**src/rtl/gpio_pkg.sv**
```systemverilog
package gpio_pkg;

    // Driver mode of one pin, stored as {high mode bit, low mode bit}.
    typedef enum logic [1:0] {
        MODE_QUASI = 2'b00,
        MODE_PUSH  = 2'b01,
        MODE_FLOAT = 2'b10,
        MODE_DRAIN = 2'b11
    } pin_mode_e;

    // Register class selected by the upper two address bits.
    typedef enum logic [1:0] {
        SEL_DOUT    = 2'b00,
        SEL_MODE_LO = 2'b01,
        SEL_MODE_HI = 2'b10,
        SEL_LEVEL   = 2'b11
    } reg_sel_e;

    // Pad controls produced for one pin.
    typedef struct packed {
        logic pull_dn;
        logic pull_up;
    } drive_t;

    // Pad controls for a pin, given its mode, its data bit and whether
    // the data bit rose on the last edge.
    function automatic drive_t drive_for(pin_mode_e mode, logic dout, logic rise);
        drive_t r;
        r.pull_dn = 1'b0;
        r.pull_up = 1'b0;
        case (mode)
            MODE_QUASI: begin
                r.pull_dn = ~dout;
                r.pull_up = rise;
            end
            MODE_PUSH: begin
                r.pull_dn = ~dout;
                r.pull_up = dout;
            end
            MODE_DRAIN: r.pull_dn = ~dout;
            default: begin
                r.pull_dn = 1'b0;
                r.pull_up = 1'b0;
            end
        endcase
        return r;
    endfunction

    // Number of ports needed to hold a given pin count.
    function automatic int unsigned port_count(int unsigned pins, int unsigned width);
        return (pins + width - 1) / width;
    endfunction

    // Index width for a given number of selectable items (at least 1).
    function automatic int unsigned sel_width(int unsigned items);
        return (items > 1) ? $clog2(items) : 1;
    endfunction

endpackage

```
**src/rtl/gpio_regs.sv**
```systemverilog
module gpio_regs
    import gpio_pkg::*;
#(
    parameter int unsigned NUM_PINS = 13,
    parameter int unsigned PORT_W   = 4,
    parameter int unsigned PSEL_W   = 2,
    parameter int unsigned IDX_W    = 4
) (
    input  logic                clk,
    input  logic                rst,
    input  logic                wr_en,
    input  reg_sel_e            wr_sel,
    input  logic [PSEL_W-1:0]   wr_port,
    input  logic [PORT_W-1:0]   wr_data,
    input  logic                bit_we,
    input  logic [IDX_W-1:0]    bit_idx,
    input  logic                bit_val,
    output logic [NUM_PINS-1:0] dout_q,
    output logic [NUM_PINS-1:0] mode_lo_q,
    output logic [NUM_PINS-1:0] mode_hi_q
);

    // One storage cell per existing pin; positions past the last pin
    // have no cell, so writes aimed there fall away.
    for (genvar i = 0; i < NUM_PINS; i++) begin : g_pin
        localparam int unsigned        LANE  = i % PORT_W;
        localparam logic [PSEL_W-1:0]  OWNER = PSEL_W'(i / PORT_W);
        localparam logic [IDX_W-1:0]   SELF  = IDX_W'(i);

        logic port_hit;
        logic pin_hit;
        logic d_r;
        logic lo_r;
        logic hi_r;

        assign port_hit = wr_en  && (wr_port == OWNER);
        assign pin_hit  = bit_we && (bit_idx == SELF);

        always_ff @(posedge clk) begin
            if (rst) begin
                d_r  <= 1'b1;
                lo_r <= 1'b0;
                hi_r <= 1'b0;
            end else begin
                if (pin_hit) begin
                    d_r <= bit_val;
                end else if (port_hit && (wr_sel == SEL_DOUT)) begin
                    d_r <= wr_data[LANE];
                end
                if (port_hit && (wr_sel == SEL_MODE_LO)) begin
                    lo_r <= wr_data[LANE];
                end
                if (port_hit && (wr_sel == SEL_MODE_HI)) begin
                    hi_r <= wr_data[LANE];
                end
            end
        end

        assign dout_q[i]    = d_r;
        assign mode_lo_q[i] = lo_r;
        assign mode_hi_q[i] = hi_r;
    end

endmodule

```
**src/rtl/gpio_drv.sv**
```systemverilog
module gpio_drv
    import gpio_pkg::*;
#(
    parameter int unsigned NUM_PINS = 13
) (
    input  logic                clk,
    input  logic                rst,
    input  logic [NUM_PINS-1:0] dout,
    input  logic [NUM_PINS-1:0] mode_lo,
    input  logic [NUM_PINS-1:0] mode_hi,
    output logic [NUM_PINS-1:0] pull_dn,
    output logic [NUM_PINS-1:0] pull_up
);

    // Data bits as they stood one edge ago; reset high like the data
    // itself, so leaving reset produces no edge.
    logic [NUM_PINS-1:0] dout_prev;

    always_ff @(posedge clk) begin
        if (rst) begin
            dout_prev <= '1;
        end else begin
            dout_prev <= dout;
        end
    end

    for (genvar i = 0; i < NUM_PINS; i++) begin : g_pin
        pin_mode_e mode;
        drive_t    drv;

        assign mode       = pin_mode_e'({mode_hi[i], mode_lo[i]});
        assign drv        = drive_for(mode, dout[i], dout[i] & ~dout_prev[i]);
        assign pull_dn[i] = drv.pull_dn;
        assign pull_up[i] = drv.pull_up;
    end

endmodule

```
**src/rtl/gpio_sync.sv**
```systemverilog
module gpio_sync #(
    parameter int unsigned WIDTH = 13
) (
    input  logic             clk,
    input  logic             rst,
    input  logic [WIDTH-1:0] async_in,
    output logic [WIDTH-1:0] sync_out
);

    logic [WIDTH-1:0] stage1;
    logic [WIDTH-1:0] stage2;

    always_ff @(posedge clk) begin
        if (rst) begin
            stage1 <= '0;
            stage2 <= '0;
        end else begin
            stage1 <= async_in;
            stage2 <= stage1;
        end
    end

    assign sync_out = stage2;

endmodule

```
**src/rtl/gpio_ports.sv**
```systemverilog
module gpio_ports
    import gpio_pkg::*;
#(
    parameter  int unsigned NUM_PINS  = 13,
    parameter  int unsigned PORT_W    = 4,
    localparam int unsigned NUM_PORTS = port_count(NUM_PINS, PORT_W),
    localparam int unsigned PSEL_W    = sel_width(NUM_PORTS),
    localparam int unsigned IDX_W     = sel_width(NUM_PINS),
    localparam int unsigned ADDR_W    = PSEL_W + 2
) (
    input  logic                clk,
    input  logic                rst,
    input  logic                wr_en,
    input  logic [ADDR_W-1:0]   wr_addr,
    input  logic [PORT_W-1:0]   wr_data,
    input  logic [ADDR_W-1:0]   rd_addr,
    output logic [PORT_W-1:0]   rd_data,
    input  logic                bit_we,
    input  logic [IDX_W-1:0]    bit_sel,
    input  logic                bit_val,
    output logic                bit_rd,
    input  logic [NUM_PINS-1:0] pad_in,
    output logic [NUM_PINS-1:0] pad_pd_en,
    output logic [NUM_PINS-1:0] pad_pu_en
);

    localparam int unsigned BANKS    = 2 ** PSEL_W;
    localparam int unsigned IDX_SPAN = 2 ** IDX_W;

    logic [NUM_PINS-1:0] dout_q;
    logic [NUM_PINS-1:0] mode_lo_q;
    logic [NUM_PINS-1:0] mode_hi_q;
    logic [NUM_PINS-1:0] level_q;

    reg_sel_e wr_sel;
    reg_sel_e rd_sel;

    assign wr_sel = reg_sel_e'(wr_addr[ADDR_W-1 -: 2]);
    assign rd_sel = reg_sel_e'(rd_addr[ADDR_W-1 -: 2]);

    gpio_regs #(
        .NUM_PINS (NUM_PINS),
        .PORT_W   (PORT_W),
        .PSEL_W   (PSEL_W),
        .IDX_W    (IDX_W)
    ) u_regs (
        .clk       (clk),
        .rst       (rst),
        .wr_en     (wr_en),
        .wr_sel    (wr_sel),
        .wr_port   (wr_addr[PSEL_W-1:0]),
        .wr_data   (wr_data),
        .bit_we    (bit_we),
        .bit_idx   (bit_sel),
        .bit_val   (bit_val),
        .dout_q    (dout_q),
        .mode_lo_q (mode_lo_q),
        .mode_hi_q (mode_hi_q)
    );

    gpio_drv #(
        .NUM_PINS (NUM_PINS)
    ) u_drv (
        .clk     (clk),
        .rst     (rst),
        .dout    (dout_q),
        .mode_lo (mode_lo_q),
        .mode_hi (mode_hi_q),
        .pull_dn (pad_pd_en),
        .pull_up (pad_pu_en)
    );

    gpio_sync #(
        .WIDTH (NUM_PINS)
    ) u_sync (
        .clk      (clk),
        .rst      (rst),
        .async_in (pad_in),
        .sync_out (level_q)
    );

    // Port-wide read: pick the register class, then slice out one port,
    // zero-filling positions past the last pin.
    logic [NUM_PINS-1:0] rd_src;

    always_comb begin
        case (rd_sel)
            SEL_DOUT:    rd_src = dout_q;
            SEL_MODE_LO: rd_src = mode_lo_q;
            SEL_MODE_HI: rd_src = mode_hi_q;
            default:     rd_src = level_q;
        endcase
    end

    logic [PORT_W-1:0] lane_bank [BANKS];

    for (genvar p = 0; p < BANKS; p++) begin : g_bank
        for (genvar k = 0; k < PORT_W; k++) begin : g_lane
            if (p * PORT_W + k < NUM_PINS) begin : g_real
                assign lane_bank[p][k] = rd_src[p * PORT_W + k];
            end else begin : g_pad
                assign lane_bank[p][k] = 1'b0;
            end
        end
    end

    assign rd_data = lane_bank[rd_addr[PSEL_W-1:0]];

    // Single-pin read of the synchronised level.
    logic [IDX_SPAN-1:0] level_wide;

    assign level_wide = IDX_SPAN'(level_q);
    assign bit_rd     = level_wide[bit_sel];

endmodule

```
**config.mk**
```make
export PLATFORM = sky130hd
export DESIGN_NAME = gpio_ports
export DESIGN_NICKNAME = d
export VERILOG_FILES = /design/src/rtl/gpio_pkg.sv /design/src/rtl/gpio_regs.sv /design/src/rtl/gpio_drv.sv /design/src/rtl/gpio_sync.sv /design/src/rtl/gpio_ports.sv
export SDC_FILE = /design/constraint.sdc
export NUM_CORES = 1
export LEC_CHECK = 0
export BUFFER_PORTS_ARGS = -buffer_cell sky130_fd_sc_hd__buf_4
export CORE_MARGIN = 2
export CORE_UTILIZATION = 35
export CTS_CLUSTER_SIZE = 12
export DETAILED_ROUTE_END_ITERATION = 12
export PLACE_DENSITY_LB_ADDON = 0.3
export SETUP_SLACK_MARGIN = 0.2
export SKIP_CTS_REPAIR_TIMING = 1
export SLEW_MARGIN = 20
export SYNTH_ARGS = -nofsm -noshare
export SYNTH_HDL_FRONTEND = slang
export SYNTH_SLANG_ARGS = --single-unit
```
**constraint.sdc**
```tcl
create_clock -name clk -period 3.2 [get_ports clk]
set_input_delay 0.96 -clock clk [delete_from_list [all_inputs] [get_ports clk]]
set_output_delay 0.96 -clock clk [all_outputs]
set_load 0.005 [all_outputs]
```
==> impl_metrics.yaml <==
placement:
  detailed_placement_hpwl_um: 6800
  io_buffer_count: 64
  detailedPlace.worstSlack_ns: 0.0395
  gp_routability_congestion: 0.958
layout:
  diodes_inserted: 0
  sequential_cell_area_um2: 1560
  postLayoutCoreUtil_pct: 45.0
  post_route_cells_drive_above_1_share_pct: 22.1
  layout_common_cells: "sky130_fd_sc_hd__dfxtp_1 (78), sky130_fd_sc_hd__buf_4 (64), sky130_fd_sc_hd__nand2_1 (53)"
  layout_commonest_cell: "sky130_fd_sc_hd__dfxtp_1"
  layout_overhead_on_the_synthesized_area_pct: 24.5
  design.final.nets: 495
  multiInputGateArea_um2: 1750
  number_of_fill_cells_in_the_layout: 993
sta:
  post_layout_worst_setup_margin_ns: 0.0638
  min_period_over_period_pct: 98.0
  timing_hold_violations_final: 0
  minimum_hold_slack_ns: 0.432
  slew_headroom_pct: 61.0
  worstMarginPinSlew_ns: 0.583
  maxClockFrequency_mhz: 319
  slew_viol_final: 0
  setup_viol: 0
  post_layout_min_period_ns: 3.14
  fin_setup_tns_ns: 0
  rsz0062_at_grt: "true"
  fin_skew_ns: 0.0110
critical_path:
  critical_path.n_buffers_inverters: 2
  cp-start-kind: "primary input"
  timing.setup.critical_path_class: "in -> out"
  cpLargestDelayFamily: "multiplexers"
  path_max_fanout: 4
  worst_setup_path_end_kind: "output pin"
  worst_path_largest_cell_delay_ns: 0.50
  crit_required_ns: 2.24
  crit_chain: "buf_8 -> mux4_2 -> mux4_2 -> buf_6"
  critical-path-slowest-cell: "sky130_fd_sc_hd__mux4_2"
  cp_common_cell: "sky130_fd_sc_hd__mux4_2"
  worst_ep_arrival_time_ns: 2.18
die:
  placeableCoreArea_um2: 9820
  floorplan.die.height_um: 105
  die_w_um: 105
  initial_utilization_pct: 36.1
  total_die_area_um2: 11000
  io-pin-count: 65
  row_count: 36
power:
  vdd_ir_drop_max_uv: 291
  cellPowerDensity_nw_per_um2: 463
  post-layout-total-power_mw: 2.04
  p_leak_nw: 1.91
synth:
  muxShareOfSynthArea_pct: 15.2
  synth_warnings: 0
  syn-mean-instance-area_um2: 8.76
  synth_top_family_by_area: "simple AND/OR/NAND/NOR gates"
  seq_area_frac_synth_pct: 44.0
  yosys_most_used_dff: "sky130_fd_sc_hd__dfxtp_1"
  synth_compound_gate_area_share_pct: 15.8
  yosys.area_share.simple_pct: 18.5
  synth_fa_ha_area_share_pct: 0
  synth.distinct_cells: 35
  asyncSetResetFlopFracSynth_pct: 0
  count_of_flip_flops_with_a_built_in_enable_after_synthesis: 0
  postSynthCellCount: 405
  ys_seq_elements: 78
  postSynthNetCount: 439
  post_synth_instance_area_um2: 3550
  yosys.area_share.xor_xnor_pct: 0
detailed_routing:
  remaining_drc_errors: 0
  avgRoutedWirePerCell_um: 15.5
  detailroute.via_count: 3005
  drt_pre_antenna_iters: 4
  drt-total-wl_um: 9270
  vias_per_cell: 5.02
  drt_first_iter_violations: 255
  antenna_nets_post_route: 0
grt:
  grt_pass1_wl_um: 14600
  grt_overflow_total: 0
  gr-usage-all-layers_pct: 17.1
  antenna_found_initial: 0
  pin_count_of_the_biggest_net_entering_global_routing: 54
  via_count_of_the_first_global_routing_pass: 2801
clock_tree:
  path_clk_slew_ns: 0.08
  tritoncts.num_buffers: 9
  insertion_delay_ns: 0.35
  clock_tree.buffer_depth: 2
  tritoncts: "built"
  clock-sinks: 78
  cts.htree.levels: 3
  cts-root-buf: "sky130_fd_sc_hd__clkbuf_8"
run_status:
  run_status: "finished, final reports clean"
flow_run:
  max_cap_viol_count: 0
hold_path:
  timing.hold.worst.class: "reg -> reg"
-- per-stage QoR --
step | instances | cell area (um^2)
floorplan | 405 | 3540
global placement | 581 | 4120
detailed placement | 581 | 4120
CTS | 597 | 4330
global route | 599 | 4420
finish | 599 | 4420
-- cell families after synthesis --
kind of cell,count (synthesis)
mux,40
buf+inv,57
flops,78
simple gates,136
compound gates,94
-- registers in the layout, summed over array words and instances, names as in the netlist --
| name | cells |
|---|---|
| u_regs.g_pin.lo_r | 13 |
| u_regs.g_pin.d_r | 13 |
| u_sync.sync_out | 13 |
| u_regs.g_pin.hi_r | 13 |
| u_sync.stage1 | 13 |
| u_drv.dout_prev | 13 |
-- cell usage after synthesis (4+ instances only) --
cell type                   n  area [um^2]
sky130_fd_sc_hd__dfxtp_1   78         1560
sky130_fd_sc_hd__nand2_1   53          199
sky130_fd_sc_hd__a21oi_1   36          180
sky130_fd_sc_hd__inv_1     30          113
sky130_fd_sc_hd__nor2_1    29          109
sky130_fd_sc_hd__mux2i_1   28          280
sky130_fd_sc_hd__nor2b_1   28          175
sky130_fd_sc_hd__o21ai_0   24          120
sky130_fd_sc_hd__clkbuf_1  20         75.1
sky130_fd_sc_hd__a211oi_1  13         97.6
sky130_fd_sc_hd__o211ai_1  12         90.1
sky130_fd_sc_hd__mux4_2     7          158
sky130_fd_sc_hd__nand2b_1   6         37.5
sky130_fd_sc_hd__nand3b_1   6         45.0
sky130_fd_sc_hd__o22ai_1    4         25.0
-- routing by layer --
layer	up-vias	track usage, %	share of wire, %
met2	102	26.4	45
met4	0	5.14	1.8
li1	1497	-	-
met5	-	0	0
met3	16	5.24	5.8
met1	1390	23.1	47
-- power breakdown --
group | switching (mW) | internal [mW]
Sequential | 0.0191 | 0.998
Combinational | 0.115 | 0.118
Clock | 0.355 | 0.438
Total | 0.489 | 1.55
-- worst paths after layout --
kind | slack [ns] | from | depth (start not counted) | to
worst max-delay path | 0.06 | bit_sel[0] | 4 | bit_rd
worst min register to register | 0.43 | u_sync.stage1[3] | 1 | u_sync.sync_out[3]
worst min-delay path | 0.43 | u_sync.stage1[3] | 1 | u_sync.sync_out[3]
worst max register to register | 2.38 | u_regs.g_pin[6].hi_r | 2 | u_regs.g_pin[6].hi_r
-- area by class of cell --
type	count	area share [%]
Clock buffer	10	2.89
Inverter	31	2.64
Tap cell	133	3.77
Sequential cell	78	35.4
Timing Repair Buffer	71	13.8
Clock inverter	6	1.96
Multi-Input combinational cell	270	39.6
Power figures use the tool's default switching activity.
